[config.mk]
export PLATFORM = sky130hd
export DESIGN_NAME = chain_cfg_node
export DESIGN_NICKNAME = d
export VERILOG_FILES = /design/src/rtl/chain_cfg_pkg.sv /design/src/rtl/ccs_sync_det.sv /design/src/rtl/ccs_crc_ser.sv /design/src/rtl/ccs_fwd.sv /design/src/rtl/ccs_seq.sv /design/src/rtl/chain_cfg_node.sv
export SDC_FILE = /design/constraint.sdc
export NUM_CORES = 1
export LEC_CHECK = 0
export BUFFER_PORTS_ARGS = -buffer_cell sky130_fd_sc_hd__buf_2
export CORE_ASPECT_RATIO = 1.5
export CORE_MARGIN = 2
export CORE_UTILIZATION = 57
export DETAILED_ROUTE_END_ITERATION = 8
export PLACE_DENSITY = 0.76
export SETUP_SLACK_MARGIN = 0.3
export SLEW_MARGIN = 20
export SYNTH_ARGS = -nofsm -noshare
export SYNTH_HDL_FRONTEND = slang
export SYNTH_SLANG_ARGS = --single-unit
[constraint.sdc]
create_clock -name cfg_clk -period 3.3 [get_ports cfg_clk]
set_input_delay 0.495 -clock cfg_clk [delete_from_list [all_inputs] [get_ports cfg_clk]]
set_output_delay 0.495 -clock cfg_clk [all_outputs]
set_load 0.02 [all_outputs]
[src/rtl/chain_cfg_pkg.sv]
package chain_cfg_pkg;
  typedef enum logic [3:0] {
    ST_HUNT,
    ST_LEN,
    ST_LOAD,
    ST_CRC,
    ST_REL,
    ST_PHA,
    ST_PHB,
    ST_CFG,
    ST_ERR
  } node_state_e;
endpackage

[src/rtl/ccs_sync_det.sv]
module ccs_sync_det #(
  parameter int unsigned          W       = 32,
  parameter logic [W-1:0]         PATTERN = 32'h3C5A_96E1
) (
  input  logic cfg_clk,
  input  logic rst_n,
  input  logic en,
  input  logic bit_in,
  output logic hit
);
  logic [W-1:0] win;
  logic [W-1:0] win_nxt;

  assign win_nxt = {win[W-2:0], bit_in};
  assign hit     = en && (win_nxt == PATTERN);

  always_ff @(posedge cfg_clk or negedge rst_n) begin
    if (!rst_n)  win <= '0;
    else if (en) win <= win_nxt;
  end
endmodule

[src/rtl/ccs_crc_ser.sv]
module ccs_crc_ser #(
  parameter int unsigned  W    = 32,
  parameter logic [W-1:0] POLY = 32'h04C1_1DB7,
  parameter logic [W-1:0] SEED = '1
) (
  input  logic         cfg_clk,
  input  logic         rst_n,
  input  logic         init,
  input  logic         en,
  input  logic         bit_in,
  output logic [W-1:0] crc
);
  logic         fb;
  logic [W-1:0] crc_nxt;

  assign fb      = crc[W-1] ^ bit_in;
  assign crc_nxt = {crc[W-2:0], 1'b0} ^ (fb ? POLY : '0);

  always_ff @(posedge cfg_clk or negedge rst_n) begin
    if (!rst_n)    crc <= SEED;
    else if (init) crc <= SEED;
    else if (en)   crc <= crc_nxt;
  end
endmodule

[src/rtl/ccs_fwd.sv]
module ccs_fwd (
  input  logic cfg_clk,
  input  logic rst_n,
  input  logic pass,
  input  logic bit_in,
  output logic ser_out
);
  logic rx_q;
  logic pass_q;

  // capture side: rising edge
  always_ff @(posedge cfg_clk or negedge rst_n) begin
    if (!rst_n) begin
      rx_q   <= 1'b1;
      pass_q <= 1'b0;
    end else begin
      rx_q   <= bit_in;
      pass_q <= pass;
    end
  end

  // launch side: falling edge, idle high
  always_ff @(negedge cfg_clk or negedge rst_n) begin
    if (!rst_n) ser_out <= 1'b1;
    else        ser_out <= pass_q ? rx_q : 1'b1;
  end
endmodule

[src/rtl/ccs_seq.sv]
module ccs_seq
  import chain_cfg_pkg::*;
#(
  parameter int unsigned LEN_W = 32,
  parameter int unsigned CRC_W = 32
) (
  input  logic             cfg_clk,
  input  logic             rst_n,
  input  logic             ser_in,
  input  logic             sync_hit,
  input  logic [CRC_W-1:0] crc_val,
  input  logic             done_line,
  output node_state_e      state,
  output logic             hunting,
  output logic             crc_init,
  output logic             crc_en,
  output logic             pl_valid,
  output logic             pl_bit
);
  localparam logic [LEN_W-1:0] LEN_LAST = LEN_W'(LEN_W - 1);
  localparam logic [LEN_W-1:0] CRC_LAST = LEN_W'(CRC_W - 1);

  logic [LEN_W-1:0] cnt;
  logic [LEN_W-1:0] len_sr;
  logic [CRC_W-1:0] crc_sr;
  logic [LEN_W-1:0] len_word;
  logic [CRC_W-1:0] crc_word;

  assign len_word = {len_sr[LEN_W-2:0], ser_in};
  assign crc_word = {crc_sr[CRC_W-2:0], ser_in};
  assign hunting  = (state == ST_HUNT);
  assign crc_init = (state == ST_HUNT) || (state == ST_LEN);
  assign crc_en   = (state == ST_LOAD);

  always_ff @(posedge cfg_clk or negedge rst_n) begin
    if (!rst_n) begin
      state    <= ST_HUNT;
      cnt      <= '0;
      len_sr   <= '0;
      crc_sr   <= '0;
      pl_valid <= 1'b0;
      pl_bit   <= 1'b0;
    end else begin
      pl_valid <= (state == ST_LOAD);
      pl_bit   <= ser_in;
      unique case (state)
        ST_HUNT: begin
          cnt <= '0;
          if (sync_hit) state <= ST_LEN;
        end
        ST_LEN: begin
          len_sr <= len_word;
          if (cnt == LEN_LAST) begin
            cnt   <= '0;
            state <= (len_word == '0) ? ST_CRC : ST_LOAD;
          end else begin
            cnt <= cnt + 1'b1;
          end
        end
        ST_LOAD: begin
          if (cnt == len_sr - 1'b1) begin
            cnt   <= '0;
            state <= ST_CRC;
          end else begin
            cnt <= cnt + 1'b1;
          end
        end
        ST_CRC: begin
          crc_sr <= crc_word;
          if (cnt == CRC_LAST) begin
            cnt   <= '0;
            state <= (crc_word == crc_val) ? ST_REL : ST_ERR;
          end else begin
            cnt <= cnt + 1'b1;
          end
        end
        ST_REL:  if (done_line) state <= ST_PHA;
        ST_PHA:  state <= ST_PHB;
        ST_PHB:  state <= ST_CFG;
        ST_CFG:  state <= ST_CFG;
        ST_ERR:  state <= ST_ERR;
        default: state <= ST_ERR;
      endcase
    end
  end
endmodule

[src/rtl/chain_cfg_node.sv]
module chain_cfg_node
  import chain_cfg_pkg::*;
#(
  parameter int unsigned      SYNC_W    = 32,
  parameter logic [SYNC_W-1:0] SYNC_WORD = 32'h3C5A_96E1,
  parameter int unsigned      LEN_W     = 32,
  parameter int unsigned      CRC_W     = 32,
  parameter logic [CRC_W-1:0] CRC_POLY  = 32'h04C1_1DB7
) (
  input  logic cfg_clk,
  input  logic rst_n,
  input  logic ser_in,
  output logic ser_out,
  output logic done_pull,
  input  logic done_line,
  output logic pl_valid,
  output logic pl_bit,
  output logic configured,
  output logic crc_err
);
  node_state_e      state;
  logic             hunting;
  logic             sync_hit;
  logic             crc_init;
  logic             crc_en;
  logic [CRC_W-1:0] crc_val;

  ccs_sync_det #(.W(SYNC_W), .PATTERN(SYNC_WORD)) u_sync (
    .cfg_clk (cfg_clk),
    .rst_n   (rst_n),
    .en      (hunting),
    .bit_in  (ser_in),
    .hit     (sync_hit)
  );

  ccs_crc_ser #(.W(CRC_W), .POLY(CRC_POLY), .SEED('1)) u_crc (
    .cfg_clk (cfg_clk),
    .rst_n   (rst_n),
    .init    (crc_init),
    .en      (crc_en),
    .bit_in  (ser_in),
    .crc     (crc_val)
  );

  ccs_fwd u_fwd (
    .cfg_clk (cfg_clk),
    .rst_n   (rst_n),
    .pass    (hunting),
    .bit_in  (ser_in),
    .ser_out (ser_out)
  );

  ccs_seq #(.LEN_W(LEN_W), .CRC_W(CRC_W)) u_seq (
    .cfg_clk   (cfg_clk),
    .rst_n     (rst_n),
    .ser_in    (ser_in),
    .sync_hit  (sync_hit),
    .crc_val   (crc_val),
    .done_line (done_line),
    .state     (state),
    .hunting   (hunting),
    .crc_init  (crc_init),
    .crc_en    (crc_en),
    .pl_valid  (pl_valid),
    .pl_bit    (pl_bit)
  );

  // open-drain: only an enable to pull low, released from the release phase on
  assign done_pull  = !((state == ST_REL) || (state == ST_PHA) ||
                        (state == ST_PHB) || (state == ST_CFG));
  assign configured = (state == ST_CFG);
  assign crc_err    = (state == ST_ERR);
endmodule

==> metrics.txt, run 1 <==
via count=~6.3k; critical path required time=between 2000 and 3000 ps; final WL=roughly 20000 µm; Final Cell Area=0.00998 mm²; # H-tree levels=4; Critical Path AT=roughly 2700 ps; floorplan row count=54; number of nets in the layout=about 810; Chip Width=between 100 and 150 µm; post-route minimum period=approximately 3200 ps; FMAX=around 310 MHz; Total GRT Usage=0.260; Switch Pwr=roughly 1.0 mW; Syn Area/Cell=~11 µm²; cts hold-fix bufs=0; routed vias/inst=between 6 and 7; worst path bufs/invs=1; Leakage=about 4.5 nW; #FFs+latches synth=roughly 170; initial antenna violation count=0; Clock Skews=~25 ps; power share of the clock group=0.487; status=complete, no violations; maximum VDD drop=351 µV; Clk Latency, worst-skew pair=460 ps; CP max stage delay=between 500 and 600 ps; clk root buf=clkbuf_16; most frequent cells in the layout=129 x dfrtp_1, 90 x mux2_2, 68 x xor2_1, 44 x buf_4, 38 x nand2_1; cell count after synthesis=between 700 and 800; Setup crit start kind=flip-flop; final hold vios=0; HP Class=input pin to asynchronous set/reset pin; Worst Max-Slew Pin Slew=around 830 ps; grt total ovfl=0; DRT Pass-1 Iters=7; Crit Path Max Fanout=1; Syn Nets=773; TritonCTS buffer count=17; Ys Warns=0; clock buffer depth=2; Slew Viols, Final=0; Initial Util=0.583; Ports=10; largest delay contributor family on the critical path=flip-flops; slowest CP cell=dfstp_2; fraction of registers with async set/reset=1.00; clock-pin slew on the worst setup and hold paths=roughly 70 ps; Residual DRC=0; routability cong.=around 0.97; Crit Path Category=flip-flop to output pin; Chip Height=153 µm; dpl hpwl=~13000 µm; CTS Sinks=roughly 170; Sw Ratio=0.250; unrepaired setup endpoints after global routing=true; number of flops mapped to enable cells by yosys=0; first-pass GRT wire length=33000 µm; Tcrit/Tclk final=0.978; Finished Core Util=0.687; drt wl/cell=20.2 µm; DP Cell Count=964; Core ar.=around 0.015 mm²; commonest non-fill, non-tap cell in the layout=dfrtp_1; placed instance area=just under 0.009 mm²; Seq/Total Area, Yosys=0.498; largest net degree at the start of global routing=69; total power=just over 4 mW; Max Cap Viol=0; vias in the first global route=around 6.5k; Slew HR=0.444; Synth Cell Area=roughly 0.0085 mm²; CP Capture Type=output pin; CP Cell Sequence=buf_6; fillers=just over 1k; Seq pwr share=0.498; P_int=roughly 3.1 mW; synth-to-layout area growth=17.8%; final std cells w/o fill=1012; antenna-violating nets left=0; diode count=0; count of input and output buffers=9; First DRT Iteration DRCs=~380; Synth Flop Type=dfrtp_1; power share of the combinational group=0.015; worst slack, placed=roughly 2.7 ps; die area=about 0.016 mm²; synth unique cells=64; Final setup viols=0; fin worst setup slack=roughly 72 ps; Cell Pwr Density=around 410 mW/mm²; layout cells sized above 1=0.348; CTS tree=done
[worst paths after layout]
kind | from | endpoint | cells after the start | slack, ps
worst max register to register | u_seq.len_sr[1] | u_seq.cnt[5] | 14 | 80
worst min register to register | u_crc.crc[8] | u_crc.crc[8] | 2 | 530
worst max-delay path | u_fwd.ser_out | ser_out | 1 | 70
max in group asynchronous | rst_n | u_fwd.ser_out | 1 | 1650
worst min-delay path | rst_n | u_seq.cnt[16] | 2 | 140
min in group cfg_clk | ser_in | u_fwd.rx_q | 1 | 300
[metal layers]
| layer | wire length [µm] | GRT usage | part of all wire |
|---|---|---|---|
| met3 | 631 | 0.0422 | 0.031 |
| met2 | 11200 | 0.483 | 0.54 |
| met5 | 0 | 0 | 0 |
| met4 | 939 | 0.129 | 0.046 |
| met1 | 7750 | 0.287 | 0.38 |
[worst register-to-register path, stage by stage, from the launching register on]
cell,delay (ps)
dfrtp_1,420
inv_1,90
ha_1,170
buf_4,130
nand2b_2,120
o41ai_4,360
a21oi_1,130
a311oi_1,270
o22ai_1,150
or4_4,590
a21oi_4,170
and2_4,210
buf_12,120
buf_12,110
nor2_1,60
[synthesized netlist by cell type, types with 3 or more instances]
cell type	number	area, µm²
o22a_1	19	166
nand4_1	20	125
dfstp_2	34	893
nand2b_1	6	37.5
nor3b_1	4	30.0
nand4b_1	4	35.0
o21ai_0	17	85.1
nor4b_1	3	26.3
nor4_1	27	169
buf_1	3	11.3
nor4bb_1	4	40.0
o21bai_1	3	22.5
dfrtp_1	133	3330
a21oi_1	19	95.1
and3_1	6	37.5
a211oi_1	4	30.0
nor3_1	24	120
xor2_1	68	596
nor2_1	63	236
inv_1	12	45.0
and4_1	3	26.3
or4_1	4	30.0
o31ai_1	3	22.5
mux2_2	90	1010
nand2_1	38	143
or3_1	12	75.1
buf_6	4	45.0
nand3_1	16	80.1
mux2i_1	4	40.0
nor2b_1	6	37.5
clkbuf_1	37	139
xnor2_1	36	315
[timing repair]
item | in CTS | in global routing
endpoints found under the setup margin | 34 | 34
buffers inserted | 8 | 5
pin swaps | 19 | 15
gates cloned | 2 | 1
resized for setup | 41 | 36
[cells by family (layout without fill, tap and decap cells)]
group,Yosys count,after routing,share of synthesized area
simple gates,251,251,0.162
mux,94,94,0.124
flops,167,167,0.498
xor+xnor,104,104,0.107
buf+inv,58,107,0.0298
fa+ha+maj,2,2,0.00295
compound gates,91,91,0.0756
[power groups by stage]
stage	Clock [mW]	Combinational [mW]	Sequential (mW)
after global placement	0.00379	0.0634	2.09
after global routing	2.12	0.0736	2.05
after floorplan	0.00379	0.0111	2.09
after detailed placement	0.00379	0.0653	2.09
final	2.00	0.0631	2.05
after CTS	2.02	0.0660	2.05
[per-stage QoR]
stage,hold slack [ps],TNS (ps)
floorplan,199,0
global placement,490,0
detailed placement,504,0
CTS,174,0
global route,187,-79.1
finish,139,0
[sequential cells by signal (all words and copies together), names as in the netlist]
register        count
u_crc.crc          32
u_seq.state         4
u_fwd.pass_q        1
u_seq.crc_sr       31
u_sync.win         31
u_fwd.ser_out       1
u_seq.pl_valid      1
u_seq.len_sr       32
u_seq.pl_bit        1
u_fwd.rx_q          1
u_seq.cnt          32
[final cells by class]
type | count | area [µm²] | area share
Inverter | 11 | 41.3 | 0.00414
Clock buffer | 17 | 425 | 0.0426
Multi-Input combinational cell | 542 | 4290 | 0.430
Timing Repair Buffer | 63 | 577 | 0.0578
Clock inverter | 16 | 180 | 0.0180
Sequential cell | 167 | 4230 | 0.423
Tap cell | 196 | 245 | 0.0246
No activity file was read; power rests on OpenSTA's default activity.
==> run 2: changes to the inputs <==
--- a/config.mk
+++ b/config.mk
@@ -10,6 +10,7 @@
 export CORE_MARGIN = 2
 export CORE_UTILIZATION = 57
 export DETAILED_ROUTE_END_ITERATION = 8
+export GPL_TIMING_DRIVEN = 0
 export PLACE_DENSITY = 0.76
 export SETUP_SLACK_MARGIN = 0.3
 export SLEW_MARGIN = 20
==> run 2 against run 1 <==
The flow now finishes with violations (negative setup slack); largest cell class is now flip-flops and latches; die area is the same; worst setup slack lost 180 ps; clock-buffer cell count grew 2; critical path type is now flip-flop to flip-flop; final area shrank 1.5%; fmax shrank 5.7%; utilization shrank 1.0 points; worst hold slack gained 150 ps; non-clock buffer count grew 14.
==> metrics.txt, run 2 (same netlist as run 1, synthesis figures left out) <==
status=finished, violations left (was complete, no violations); violated checks=negative setup slack; placed instance area=0.00883 mm² (was 0.00890 mm²); most used cell along the critical path=nand4_1; diode count=0 (unchanged); Critical Path AT=3730 ps (was 2730 ps); total power=4.15 mW (was 4.12 mW); worst slack, placed=-293 ps (was 2.69 ps); first-pass GRT wire length=31600 µm (was 33000 µm); vias in the first global route=6492 (was 6486); Cell Pwr Density=422 mW/mm² (was 412 mW/mm²); Setup crit start kind=flip-flop (unchanged); routed vias/inst=6.14 (was 6.19); Total GRT Usage=0.249 (was 0.260); CP max stage delay=610 ps (was 520 ps); Regs by FF count=u_crc.crc: 32 flops, u_seq.cnt: 32 flops, u_seq.len_sr: 32 flops (unchanged); Residual DRC=0 (unchanged); Max Cap Viol=0 (unchanged); via count=6299 (was 6266); die area=0.0159 mm² (unchanged); Slew HR=0.552 (was 0.444); dpl hpwl=12900 µm (was 13300 µm); CP Cell Sequence=inv_1 > ha_1 > nor2b_2 > nand4_1 > buf_4 > o21ai_1 > nor4b_4 > nand4_1 > or4_4 > a21oi_4 > and2_4 > buf_8 > clkbuf_16 > nor2_1 (was buf_6); Core ar.=0.0145 mm² (unchanged); First DRT Iteration DRCs=281 (was 382); # H-tree levels=4 (unchanged); Chip Width=104 µm (unchanged); FMAX=293 MHz (was 311 MHz); post-route minimum period=3410 ps (was 3230 ps); initial antenna violation count=0 (unchanged); DRT Pass-1 Iters=5 (was 7); final hold vios=0 (unchanged); critical path required time=3620 ps (was 2800 ps); TritonCTS buffer count=17 (unchanged); Final Cell Area=0.00983 mm² (was 0.00998 mm²); final WL=19500 µm (was 20500 µm); Final setup viols=27 (was 0); number of nets in the layout=823 (was 809); Chip Height=153 µm (unchanged); antenna-violating nets left=0 (unchanged); drt wl/cell=19.0 µm (was 20.2 µm); R2R Path Start=u_seq.len_sr[0] (was u_seq.len_sr[1]); Tcrit/Tclk final=1.03 (was 0.978); clock-pin slew on the worst setup and hold paths=70 ps (about the same); synth-to-layout area growth=16.0% (was 17.8%); floorplan row count=54 (unchanged); HP Class=input pin to flip-flop (was input pin to asynchronous set/reset pin); Finished Core Util=0.677 (was 0.687); largest delay contributor family on the critical path=simple AND/OR/NAND/NOR gates (was flip-flops); fin worst setup slack=-112 ps (was 71.8 ps); final std cells w/o fill=1026 (was 1012); Leakage=4.50 nW (was 4.53 nW); commonest non-fill, non-tap cell in the layout=dfrtp_1 (unchanged); fillers=1073 (was 1024); grt total ovfl=0 (unchanged); clk root buf=clkbuf_16 (unchanged); most frequent cells in the layout=132 x dfrtp_1, 90 x mux2_2, 68 x xor2_1, 54 x nor2_1, 37 x nand2_1 (was 129 x dfrtp_1, 90 x mux2_2, 68 x xor2_1, 44 x buf_4, 38 x nand2_1); Worst Max-Slew Pin Slew=667 ps (was 833 ps); Clk Latency, worst-skew pair=440 ps (was 460 ps); min-delay src=ser_in; slowest CP cell=or4_4 (was dfstp_2); setup TNS=-2550 ps (was 0 ps); CP Capture Type=flip-flop (was output pin); CTS Sinks=167 (unchanged); layout cells sized above 1=0.284 (was 0.348); CTS tree=done (unchanged); Initial Util=0.583 (unchanged); WHS=290 ps (was 139 ps); count of input and output buffers=9 (unchanged); Slew Viols, Final=0 (unchanged); unrepaired setup endpoints after global routing=true (unchanged); Ports=10 (unchanged); Worst Setup SP=u_seq.len_sr[0] (was u_fwd.ser_out); routability cong.=0.916 (was 0.966); DP Cell Count=973 (was 964); Clock Skews=14.3 ps (was 25.5 ps); Crit Path Max Fanout=10 (was 1); worst path bufs/invs=4 (was 1); maximum VDD drop=411 µV (was 351 µV); largest net degree at the start of global routing=110 (was 69); Crit Path Category=flip-flop to flip-flop (was flip-flop to output pin); clock buffer depth=2 (unchanged)
==> run 2: path summary, 6_finish.rpt <==
| path | cells after the start | end | slack, ps |
|---|---|---|---|
| worst min-delay path | 1 | u_fwd.rx_q | 290 |
| max in group asynchronous | 2 | u_fwd.ser_out | 700 |
| worst min register to register | 1 | u_sync.win[30] | 520 |
| worst max-delay path | 14 | u_seq.cnt[6] | -110 |
| worst max register to register | 14 | u_seq.cnt[6] | -110 |
| min in group asynchronous | 2 | u_seq.len_sr[6] | 580 |
==> run 2: report_power, final <==
group | switching [mW] | total, mW | internal (mW)
logic | 0.0484 | 0.0616 | 0.0132
clock network | 0.872 | 2.03 | 1.16
registers | 0.000172 | 2.05 | 2.05
==> run 2: per-layer routing <==
layer | wire [µm] | share of wire | vias to the layer above | GRT usage
li1 | - | - | 2853 | -
met3 | 746 | 0.038 | 80 | 0.0461
met1 | 7250 | 0.37 | 3154 | 0.273
met5 | 0 | 0 | - | 0
met2 | 10500 | 0.54 | 212 | 0.447
met4 | 985 | 0.051 | 0 | 0.147
==> run 2: area by class of cell <==
class                   instances  area [µm²]  share of cell area
flip-flops and latches        167        4220               0.429
multi-input cells             542        4190               0.426
clock buffers                  19         443              0.0450
repair buffers                 31         288              0.0293
well taps                     196         245              0.0249
plain buffers                  46         243              0.0247
clock inverters                14         161              0.0164
inverters                      11        41.3             0.00420
==> run 2: what timing repair did <==
action | 4_1_cts | 5_1_grt
cloned | 0 | 2
hold buffers | 1 | 0
pin swaps | 7 | 9
hold endpoints to repair | 7 | 0
setup endpoints to repair | 34 | 44
resized for setup | 19 | 40
setup buffers | 12 | 6
